`config.mk`:
```
export PLATFORM = sky130hd
export DESIGN_NAME = vlen_cfg_unit
export DESIGN_NICKNAME = d
export VERILOG_FILES = /design/src/rtl/vlc_pkg.sv /design/src/rtl/vlc_restoring_div.sv /design/src/rtl/vlc_limit_select.sv /design/src/rtl/vlen_cfg_unit.sv
export SDC_FILE = /design/constraint.sdc
export NUM_CORES = 1
export LEC_CHECK = 0
export CAP_MARGIN = 10
export CORE_UTILIZATION = 55
export CTS_CLUSTER_DIAMETER = 50
export DETAILED_ROUTE_END_ITERATION = 12
export GPL_ROUTABILITY_DRIVEN = 0
export GPL_TIMING_DRIVEN = 0
export PLACE_DENSITY = 0.77
export SLEW_MARGIN = 10
export SYNTH_ARGS = -nofsm -noshare
export SYNTH_HDL_FRONTEND = slang
export SYNTH_HIERARCHICAL = 1
export SYNTH_SLANG_ARGS = --single-unit
```
`constraint.sdc`:
```
create_clock -name clk -period 4.3 [get_ports clk]
set_clock_uncertainty 0.2 [all_clocks]
set_input_delay 0.86 -clock clk [delete_from_list [all_inputs] [get_ports clk]]
set_output_delay 0.86 -clock clk [all_outputs]
set_load 0.03 [all_outputs]
```
`src/rtl/vlc_pkg.sv`:
```
package vlc_pkg;

  // Index of each register kind in the per-kind arrays.
  typedef enum int {
    VLC_KIND_INT = 0,
    VLC_KIND_FP  = 1
  } vlc_kind_e;

  localparam int VLC_NUM_KINDS = 2;

  // Maximum length when no register kind is in use.
  localparam int VLC_IDLE_LIMIT = 8;

  function automatic int vlc_max(input int a, input int b);
    return (a > b) ? a : b;
  endfunction

  function automatic int vlc_min(input int a, input int b);
    return (a < b) ? a : b;
  endfunction

endpackage

```
`src/rtl/vlc_restoring_div.sv`:
```
// Serial restoring divider: one quotient bit per cycle, W cycles per division.
module vlc_restoring_div #(
  parameter int W = 9
) (
  input  logic         clk,
  input  logic         rst_n,
  input  logic         start_i,
  input  logic [W-1:0] dividend_i,
  input  logic [W-1:0] divisor_i,
  output logic         running_o,
  output logic [W-1:0] quotient_o
);
  localparam int CNT_W = $clog2(W + 1);

  logic [W-1:0]     rem_q;
  logic [W-1:0]     quo_q;
  logic [W-1:0]     dsr_q;
  logic [CNT_W-1:0] cnt_q;
  logic             run_q;

  logic [W:0]   shifted;
  logic         fits;
  logic [W-1:0] rem_sub;

  always_comb begin
    shifted = {rem_q, quo_q[W-1]};
    fits    = (shifted >= {1'b0, dsr_q});
    rem_sub = shifted[W-1:0] - dsr_q;
  end

  always_ff @(posedge clk) begin
    if (!rst_n) begin
      rem_q <= '0;
      quo_q <= '0;
      dsr_q <= '0;
      cnt_q <= '0;
      run_q <= 1'b0;
    end else if (start_i) begin
      rem_q <= '0;
      quo_q <= dividend_i;
      dsr_q <= divisor_i;
      cnt_q <= CNT_W'(W);
      run_q <= 1'b1;
    end else if (run_q) begin
      rem_q <= fits ? rem_sub : shifted[W-1:0];
      quo_q <= {quo_q[W-2:0], fits};
      cnt_q <= cnt_q - 1'b1;
      if (cnt_q == CNT_W'(1)) begin
        run_q <= 1'b0;
      end
    end
  end

  assign running_o  = run_q;
  assign quotient_o = quo_q;

endmodule

```
`src/rtl/vlc_limit_select.sv`:
```
// Combines the per-kind quotients into one limit, capped at the lane count.
module vlc_limit_select
  import vlc_pkg::*;
#(
  parameter int NUM_LANES = 32,
  parameter int USE_W     = 9,
  parameter int DIV_W     = 9,
  parameter int VL_W      = 6
) (
  input  logic [VLC_NUM_KINDS-1:0][USE_W-1:0] use_i,
  input  logic [VLC_NUM_KINDS-1:0][DIV_W-1:0] quo_i,
  output logic [VL_W-1:0]                     limit_o
);
  localparam int CMP_W     = vlc_max(DIV_W, VL_W);
  localparam int IDLE_LIM  = vlc_min(VLC_IDLE_LIMIT, NUM_LANES);

  logic             any_used;
  logic [CMP_W-1:0] cand;

  always_comb begin
    any_used = 1'b0;
    cand     = CMP_W'(NUM_LANES);
    for (int k = 0; k < VLC_NUM_KINDS; k++) begin
      if (use_i[k] != '0) begin
        any_used = 1'b1;
        // A usage of one means a zero divisor: that kind sets no bound.
        if ((use_i[k] != USE_W'(1)) && (CMP_W'(quo_i[k]) < cand)) begin
          cand = CMP_W'(quo_i[k]);
        end
      end
    end
    limit_o = any_used ? VL_W'(cand) : VL_W'(IDLE_LIM);
  end

endmodule

```
`src/rtl/vlen_cfg_unit.sv`:
```
module vlen_cfg_unit
  import vlc_pkg::*;
#(
  parameter int NUM_LANES      = 32,
  parameter int INT_REGS_TOTAL = 256,
  parameter int FP_REGS_TOTAL  = 256,
  parameter int USE_W          = 9,
  parameter int LEN_W          = 16,
  parameter int VL_W           = $clog2(NUM_LANES + 1)
) (
  input  logic             clk,
  input  logic             rst_n,
  input  logic             cfg_valid,
  output logic             cfg_ready,
  input  logic [USE_W-1:0] cfg_int_use,
  input  logic [USE_W-1:0] cfg_fp_use,
  input  logic             req_valid,
  output logic             req_ready,
  input  logic [LEN_W-1:0] req_len,
  output logic [VL_W-1:0]  max_vl,
  output logic [VL_W-1:0]  cur_vl,
  output logic             busy,
  output logic             done
);
  localparam int TOT_MAX  = vlc_max(INT_REGS_TOTAL, FP_REGS_TOTAL);
  localparam int TOT_W    = vlc_max($clog2(TOT_MAX), 2);
  localparam int DIV_W    = vlc_max(USE_W, TOT_W);
  localparam int GRANT_W  = vlc_max(LEN_W, VL_W);
  localparam int IDLE_LIM = vlc_min(VLC_IDLE_LIMIT, NUM_LANES);

  logic                                busy_q;
  logic                                done_q;
  logic [VL_W-1:0]                     max_q;
  logic [VL_W-1:0]                     cur_q;
  logic [VLC_NUM_KINDS-1:0][USE_W-1:0] use_q;
  logic [VLC_NUM_KINDS-1:0][USE_W-1:0] use_in;
  logic [VLC_NUM_KINDS-1:0][DIV_W-1:0] quo;
  logic [VLC_NUM_KINDS-1:0]            div_run;
  logic [VL_W-1:0]                     limit;
  logic [VL_W-1:0]                     grant;
  logic                                cfg_fire;
  logic                                req_fire;
  logic                                finish;

  assign use_in[VLC_KIND_INT] = cfg_int_use;
  assign use_in[VLC_KIND_FP]  = cfg_fp_use;

  assign cfg_fire = cfg_valid && !busy_q;
  assign req_fire = req_valid && !busy_q;
  assign finish   = busy_q && (div_run == '0);

  // One serial divider per register kind, started together.
  for (genvar k = 0; k < VLC_NUM_KINDS; k++) begin : g_kind
    localparam int TOTAL = (k == VLC_KIND_INT) ? INT_REGS_TOTAL : FP_REGS_TOTAL;
    logic [DIV_W-1:0] dsr;
    assign dsr = DIV_W'(use_in[k]) - DIV_W'(1);

    vlc_restoring_div #(.W(DIV_W)) u_div (
      .clk       (clk),
      .rst_n     (rst_n),
      .start_i   (cfg_fire),
      .dividend_i(DIV_W'(TOTAL - 1)),
      .divisor_i (dsr),
      .running_o (div_run[k]),
      .quotient_o(quo[k])
    );
  end

  vlc_limit_select #(
    .NUM_LANES(NUM_LANES),
    .USE_W    (USE_W),
    .DIV_W    (DIV_W),
    .VL_W     (VL_W)
  ) u_sel (
    .use_i  (use_q),
    .quo_i  (quo),
    .limit_o(limit)
  );

  always_comb begin
    if (GRANT_W'(req_len) < GRANT_W'(max_q)) begin
      grant = VL_W'(req_len);
    end else begin
      grant = max_q;
    end
  end

  always_ff @(posedge clk) begin
    if (!rst_n) begin
      busy_q <= 1'b0;
      done_q <= 1'b0;
      max_q  <= VL_W'(IDLE_LIM);
      cur_q  <= '0;
      use_q  <= '0;
    end else begin
      done_q <= 1'b0;
      if (cfg_fire) begin
        busy_q <= 1'b1;
        use_q  <= use_in;
      end else if (finish) begin
        busy_q <= 1'b0;
        done_q <= 1'b1;
        max_q  <= limit;
      end
      if (req_fire) begin
        cur_q <= grant;
      end
    end
  end

  assign cfg_ready = !busy_q;
  assign req_ready = !busy_q;
  assign max_vl    = max_q;
  assign cur_vl    = cur_q;
  assign busy      = busy_q;
  assign done      = done_q;

endmodule

```
; Yosys cells after proc, flatten, opt, wreduce, memory -nomap -nowiden
; Cells that the tools add are included.
[word_totals]
register_bits = 96
latchBits = 0
ram_bits = 0
rom_bits = 0
in_bits = 38
word_cells = 78
memories = 0
[op_classes]
n_addsub = 6
mul = 0
div_mod_pow = 0
order_cmp = 5
n_eq_ne = 4
shift = 0
muxes = 27
n_bitwise = 2
reduce_logical = 14
[op_table]
columns = op, count
row1 = 9-bit two-way mux, 4
row2 = 8-bit two-way mux, 4
row3 = 6-bit two-way mux, 4
row4 = 10-bit by 9-bit greater-or-equal comparator with 1-bit output, 2
row5 = 9-bit by 1-bit != test with 1-bit output (second input constant), 2
row6 = 9-bit nonzero test, 2
row7 = 9-bit by 1-bit subtractor with 9-bit output (second input constant), 2
row8 = 9-bit subtractor, 2
row9 = 16-bit by 6-bit < comparator with 1-bit output, 1
row10 = 4-bit two-way mux, 4
row11 = 1-bit two-way mux, 11
row12 = 9-bit by 6-bit < comparator with 1-bit output (second input constant), 1
row13 = 9-bit < comparator, 1
row14 = 4-bit by 1-bit == test with 1-bit output (second input constant), 2
row15 = 4-bit by 1-bit subtractor with 4-bit output (second input constant), 2
row16 = 2-bit nonzero test, 3
row17 = 1-bit logical AND, 5
row18 = 2-bit logical NOT, 1
row19 = 1-bit inverter, 2
row20 = 2-bit AND reduction, 1
row21 = 2-bit OR reduction, 1
row22 = 1-bit logical NOT, 1

; Longest topological paths before layout
[depth]
word_depth = 9
mapped_depth = 12
depth_no_buf = 11

; By module
; The synthesis kept the hierarchy.
[modules_own_cells]
columns = module, instances, cells_per_inst, area_each_um2
row1 = vlc_restoring_div (g_kind[1].u_div), 1, 213, 1868.0
row2 = vlc_restoring_div (g_kind[0].u_div), 1, 211, 1854.3
row3 = vlen_cfg_unit, 1, 208, 1672.9
row4 = vlc_limit_select, 1, 50, 399.1

; Worst setup path before layout
; Ideal clock, no wire load.
[synth_path]
path_type = register to register
from = reg g_kind[0].u_div.quo_q[7]
to = reg max_q[5] (netlist: max_vl[5])
arrival_ps = 2804
required_time_ps = 3985
slack_ps = 1181
path_stages_with_launch = 12
path_buffers = 1
synth_period_minus_slack_ps = 3119
path_cell_list = dfxtp_1 -> or4_4 -> a21oi_1 -> nand2_1 -> ha_1 -> nand4_1 -> o32a_2 -> and3_1 -> buf_6 -> mux2_4 -> a21oi_1 -> nor2b_1
[synth_between]
elab_chain_cells = 9
[synth_rtl]
columns = element, line
row1 = from (decl), vlc_restoring_div.sv:16  ; logic [W-1:0] quo_q;
row2 = from (signal assigned), vlc_restoring_div.sv:40  ; quo_q <= dividend_i;
row3 = from (signal assigned), vlc_restoring_div.sv:46  ; quo_q <= {quo_q[W-2:0], fits};
row4 = 9-bit by 6-bit < comparator with 1-bit output, vlc_limit_select.sv:27  ; if ((use_i[k] != USE_W'(1)) && (CMP_W'(quo_i[k]) < cand)) begin
row5 = 1-bit logical AND, vlc_limit_select.sv:27
row6 = 9-bit two-way mux (*), vlc_limit_select.sv:27
row7 = 9-bit two-way mux (*), vlc_limit_select.sv:24  ; if (use_i[k] != '0) begin
row8 = 9-bit < comparator, vlc_limit_select.sv:27
row9 = 1-bit logical AND, vlc_limit_select.sv:27
row10 = 6-bit two-way mux, vlc_limit_select.sv:27
row11 = 6-bit two-way mux (*), vlc_limit_select.sv:24
row12 = 6-bit two-way mux (*), vlc_limit_select.sv:32  ; limit_o = any_used ? VL_W'(cand) : VL_W'(IDLE_LIM);
row13 = named net limit[5], vlen_cfg_unit.sv:39  ; logic [VL_W-1:0] limit;
row14 = to (signal assigned), vlen_cfg_unit.sv:92  ; max_q <= VL_W'(IDLE_LIM);
row15 = to (signal assigned), vlen_cfg_unit.sv:103  ; max_q <= limit;
row16 = to (decl), vlen_cfg_unit.sv:33  ; logic [VL_W-1:0] max_q;
; Mark *: on every way through the listed nets, which the timed path passes. The rest lies on a longest branch.
; A chain may end at the register's enable or synchronous reset.

; Final worst setup path
[layout_path]
from = reg g_kind[0].u_div.quo_q[8]
to = reg max_q[5] (netlist: max_vl[5])
; The elaborated chain is that of the path after synthesis.

==> results.sh <==
export IMPL_drt_iter0_drc=167
export IMPL_tns_ps=0
export IMPL_synth_area_leaders="dfxtp_1 33%, mux2i_1 8.8%, ha_1 8.0%, nand2_1 5.2%, nor2b_1 3.3%"
export IMPL_timing_fmax_mhz=281
export IMPL_cp_common_cell="a21oi_1"
export IMPL_vdd_drop_max_v=0.000156
export IMPL_vias=5046
export IMPL_synthXorXnorAreaFrac_pct=4.23
export IMPL_io_pins=54
export IMPL_synth_seq_cells=96
export IMPL_critPathTopFamily="compound AO/OA/AOI/OAI gates"
export IMPL_grt_pass1_vias=4903
export IMPL_drive_gt1_share_pct=5.33
export IMPL_grtUsageMet1_pct=33.6
export IMPL_synth_top_family_by_area="simple AND/OR/NAND/NOR gates"
export IMPL_synthAdderAreaFrac_pct=8.68
export IMPL_min_period_ps=3560
export IMPL_path_clk_slew_ps=90
export IMPL_gr_usage_all_layers_pct=25.3
export IMPL_finalMaxSlewViolations=0
export IMPL_fin_nets=841
export IMPL_crit_path_start="g_kind[0].u_div/quotient_o[8]"
export IMPL_die_width_um=105
export IMPL_finalCritPeriodShare_pct=82.9
export IMPL_dp_hpwl_mm=10.3
export IMPL_synth_compound_area_share_pct=17.4
export IMPL_grt_pass1_wl_mm=22.6
export IMPL_maxCapViolCount=0
export IMPL_syn_area_per_cell_um2=8.50
export IMPL_wire_per_inst_um=14.8
export IMPL_syn_inst=682
export IMPL_power_density_nw_per_um2=365
export IMPL_port_buffers=53
export IMPL_postCtsSetupRepairBufs=0
export IMPL_start_util_pct=56.4
export IMPL_seq_area_frac_synth_pct=33.2
export IMPL_synth_warnings=6
export IMPL_synth_simple_area_share_pct=22.0
export IMPL_cts_tree="done"
export IMPL_required_ps=4380
export IMPL_synth_top_cell_by_area="dfxtp_1"
export IMPL_hp_start="use_q[11]"
export IMPL_finalSetupViolCount=0
export IMPL_fill_cells=888
export IMPL_status="complete, no violations"
export IMPL_synth_edf_count=0
export IMPL_routed_wl_mm=13.4
export IMPL_overflow=0
export IMPL_critPathKind="register to register"
export IMPL_antenna_found_initial=0
export IMPL_slowest_delay_ps=540
export IMPL_relSlewSlack_pct=52.1
export IMPL_cts_root_buf="clkbuf_8"
export IMPL_synth_top_area_share_pct=33.2
export IMPL_crit_path_start_kind="register"
export IMPL_clk_latency_ps=380
export IMPL_busiest_layer="met2"
export IMPL_leakage_nw=2.72
export IMPL_synth_distinct_cells=55
export IMPL_grt_max_degree=18
export IMPL_cp_max_fo=7
export IMPL_cp_cell_sequence="or4_4 -> a21oi_1 -> nand2_1 -> ha_1 -> a21o_1 -> a21oi_1 -> a21o_1 -> and3_1 -> buf_6 -> mux2_4 -> a21oi_1 -> nor2b_1"
export IMPL_clock_path_buffers=2
export IMPL_cts_repair_resized=0
export IMPL_synthMuxAreaShare_pct=9.07
export IMPL_die_area_um2=10900
export IMPL_cts_buffers=9
export IMPL_viasPerCell=5.58
export IMPL_rows=37
export IMPL_r2r_start="g_kind[0].u_div/quotient_o[8]"
export IMPL_syn_area_um2=5790
export IMPL_ant_nets=0
export IMPL_min_path_type="register to register"
export IMPL_end_kind="register"
export IMPL_rsz0062_at_grt="no"
export IMPL_synth_flop_cell="dfxtp_1"
export IMPL_utilization_pct=66.2
export IMPL_grt_use_met3_pct=2.99
export IMPL_met2_usage_pct=41.7
export IMPL_hold_viol=0
export IMPL_core_area_um2=10300
export IMPL_cts_sinks=96
export IMPL_drt_pass1_iter_count=4
export IMPL_cpMaxStageDelayCell="or4_4"
export IMPL_worst_path_buf_inv=1
export IMPL_cp_data_arrival_time_ps=3640
export IMPL_die_h_um=105
export IMPL_drc_errors=0
export IMPL_cts_hold_buf=0
export IMPL_h_tree_depth=3
export IMPL_max_slew_worst_pin_slew_ps=719
export IMPL_async_flop_share_pct=0
export IMPL_antenna_cells=0
export IMPL_syn_to_final_growth_pct=17.5
==> tightest hold or removal path, delay by kind of cell, from the launching register on <==
| kind | cells | cell delay, ps |
|---|---|---|
| AO/OA/AOI/OAI | 1 | 70 |
| flip-flops | 1 | 320 |
| AND/OR/NAND/NOR | 1 | 50 |
==> cell type report <==
type	instances	area, um2	share of cell area [%]
Clock inverter	7	120	1.76
Tap cell	136	170	2.50
Timing Repair Buffer	53	531	7.79
Inverter	41	154	2.26
Buffer	32	148	2.17
Sequential cell	96	1920	28.2
Clock buffer	9	124	1.82
Multi-Input combinational cell	531	3640	53.5
==> cell usage after synthesis, types with 3 or more instances <==
cell,n
or3_1,3
nor2_1,25
and3_1,3
xor2_1,22
conb_1,3
o21ai_1,19
and2_1,19
o211ai_1,8
a21boi_0,16
buf_4,4
a21oi_1,29
xnor2_1,6
nand3_1,16
buf_2,4
nand3b_1,8
a31oi_1,12
a211oi_1,6
ha_1,37
nand4_1,11
dfxtp_1,96
nor4_4,4
a21o_1,7
nand2b_1,5
a211oi_2,3
o21ai_0,36
nor3_1,6
nor4_1,5
nor4b_1,7
nor2b_1,31
o21a_1,6
a31o_1,4
inv_1,39
nand2_1,80
clkbuf_1,21
mux2i_1,51
==> path summary, 6_finish.rpt <==
path                to  slack (ps)  depth (start not counted)
max          max_vl[5]         740                         12
max reg2reg  max_vl[5]         740                         12
min          use_q[11]         270                          2
min reg2reg  use_q[11]         270                          2
==> metal layers <==
metal	wire length (um)	up-vias
met2	6110	110
met1	6530	2376
met5	0	-
met3	518	20
li1	-	2540
met4	256	0
==> flip-flops by register name, summed over array words and instances, names as in the netlist, 2 cells and up <==
register / flops
g_kind.u_div/cnt_q: 8
g_kind.u_div/quotient_o: 18
g_kind.u_div/rem_q: 18
use_q: 18
cur_vl: 6
g_kind.u_div/running_o: 2
g_kind.u_div/dsr_q: 18
max_vl: 6
==> cells in the final DEF (no fill, tap or decap), drive strengths merged, types with 11 or more instances in the layout <==
master and count:
a21boi 18, a21oi 29, a31oi 12, and2 19
buf 11, clkbuf 30, clkdlybuf4s50 53, conb 21
dfxtp 96, ha 37, inv 41, mux2i 51
nand2 80, nand3 16, nand4 11, nor2 25
nor2b 31, o21ai 55, xor2 22
==> logic make-up (layout without fill, tap and decap cells) <==
kind of cell	after synthesis	count (layout)
and+or+nand+nor	232	232
DFF	96	96
AOI/OAI and AO/OA	159	159
other	3	21
adders and majority gates	39	39
muxes	52	52
buffers and inverters	73	142
xor gates and xnor gates	28	28
==> power breakdown <==
group          internal [mW]  switching (mW)  total, mW  leakage [nW]
clock network          0.387           0.324      0.711         0.119
registers              0.954          0.0526       1.01         0.788
logic                  0.344           0.421      0.765          1.81
==> through the flow <==
stage | setup WS (ps) | power [mW] | hold WS [ps] | instances | instance area (um2)
2_1_floorplan | 1180 | 1.57 | 243 | 700 | 5860
3_3_place_gp | 467 | 1.75 | 252 | 889 | 6560
3_5_place_dp | 439 | 1.78 | 261 | 889 | 6560
4_1_cts | 792 | 2.49 | 274 | 905 | 6810
5_1_grt | 562 | 2.61 | 313 | 905 | 6810
6_report | 736 | 2.48 | 274 | 905 | 6810
Note: power is estimated with default switching activity, not from simulation.
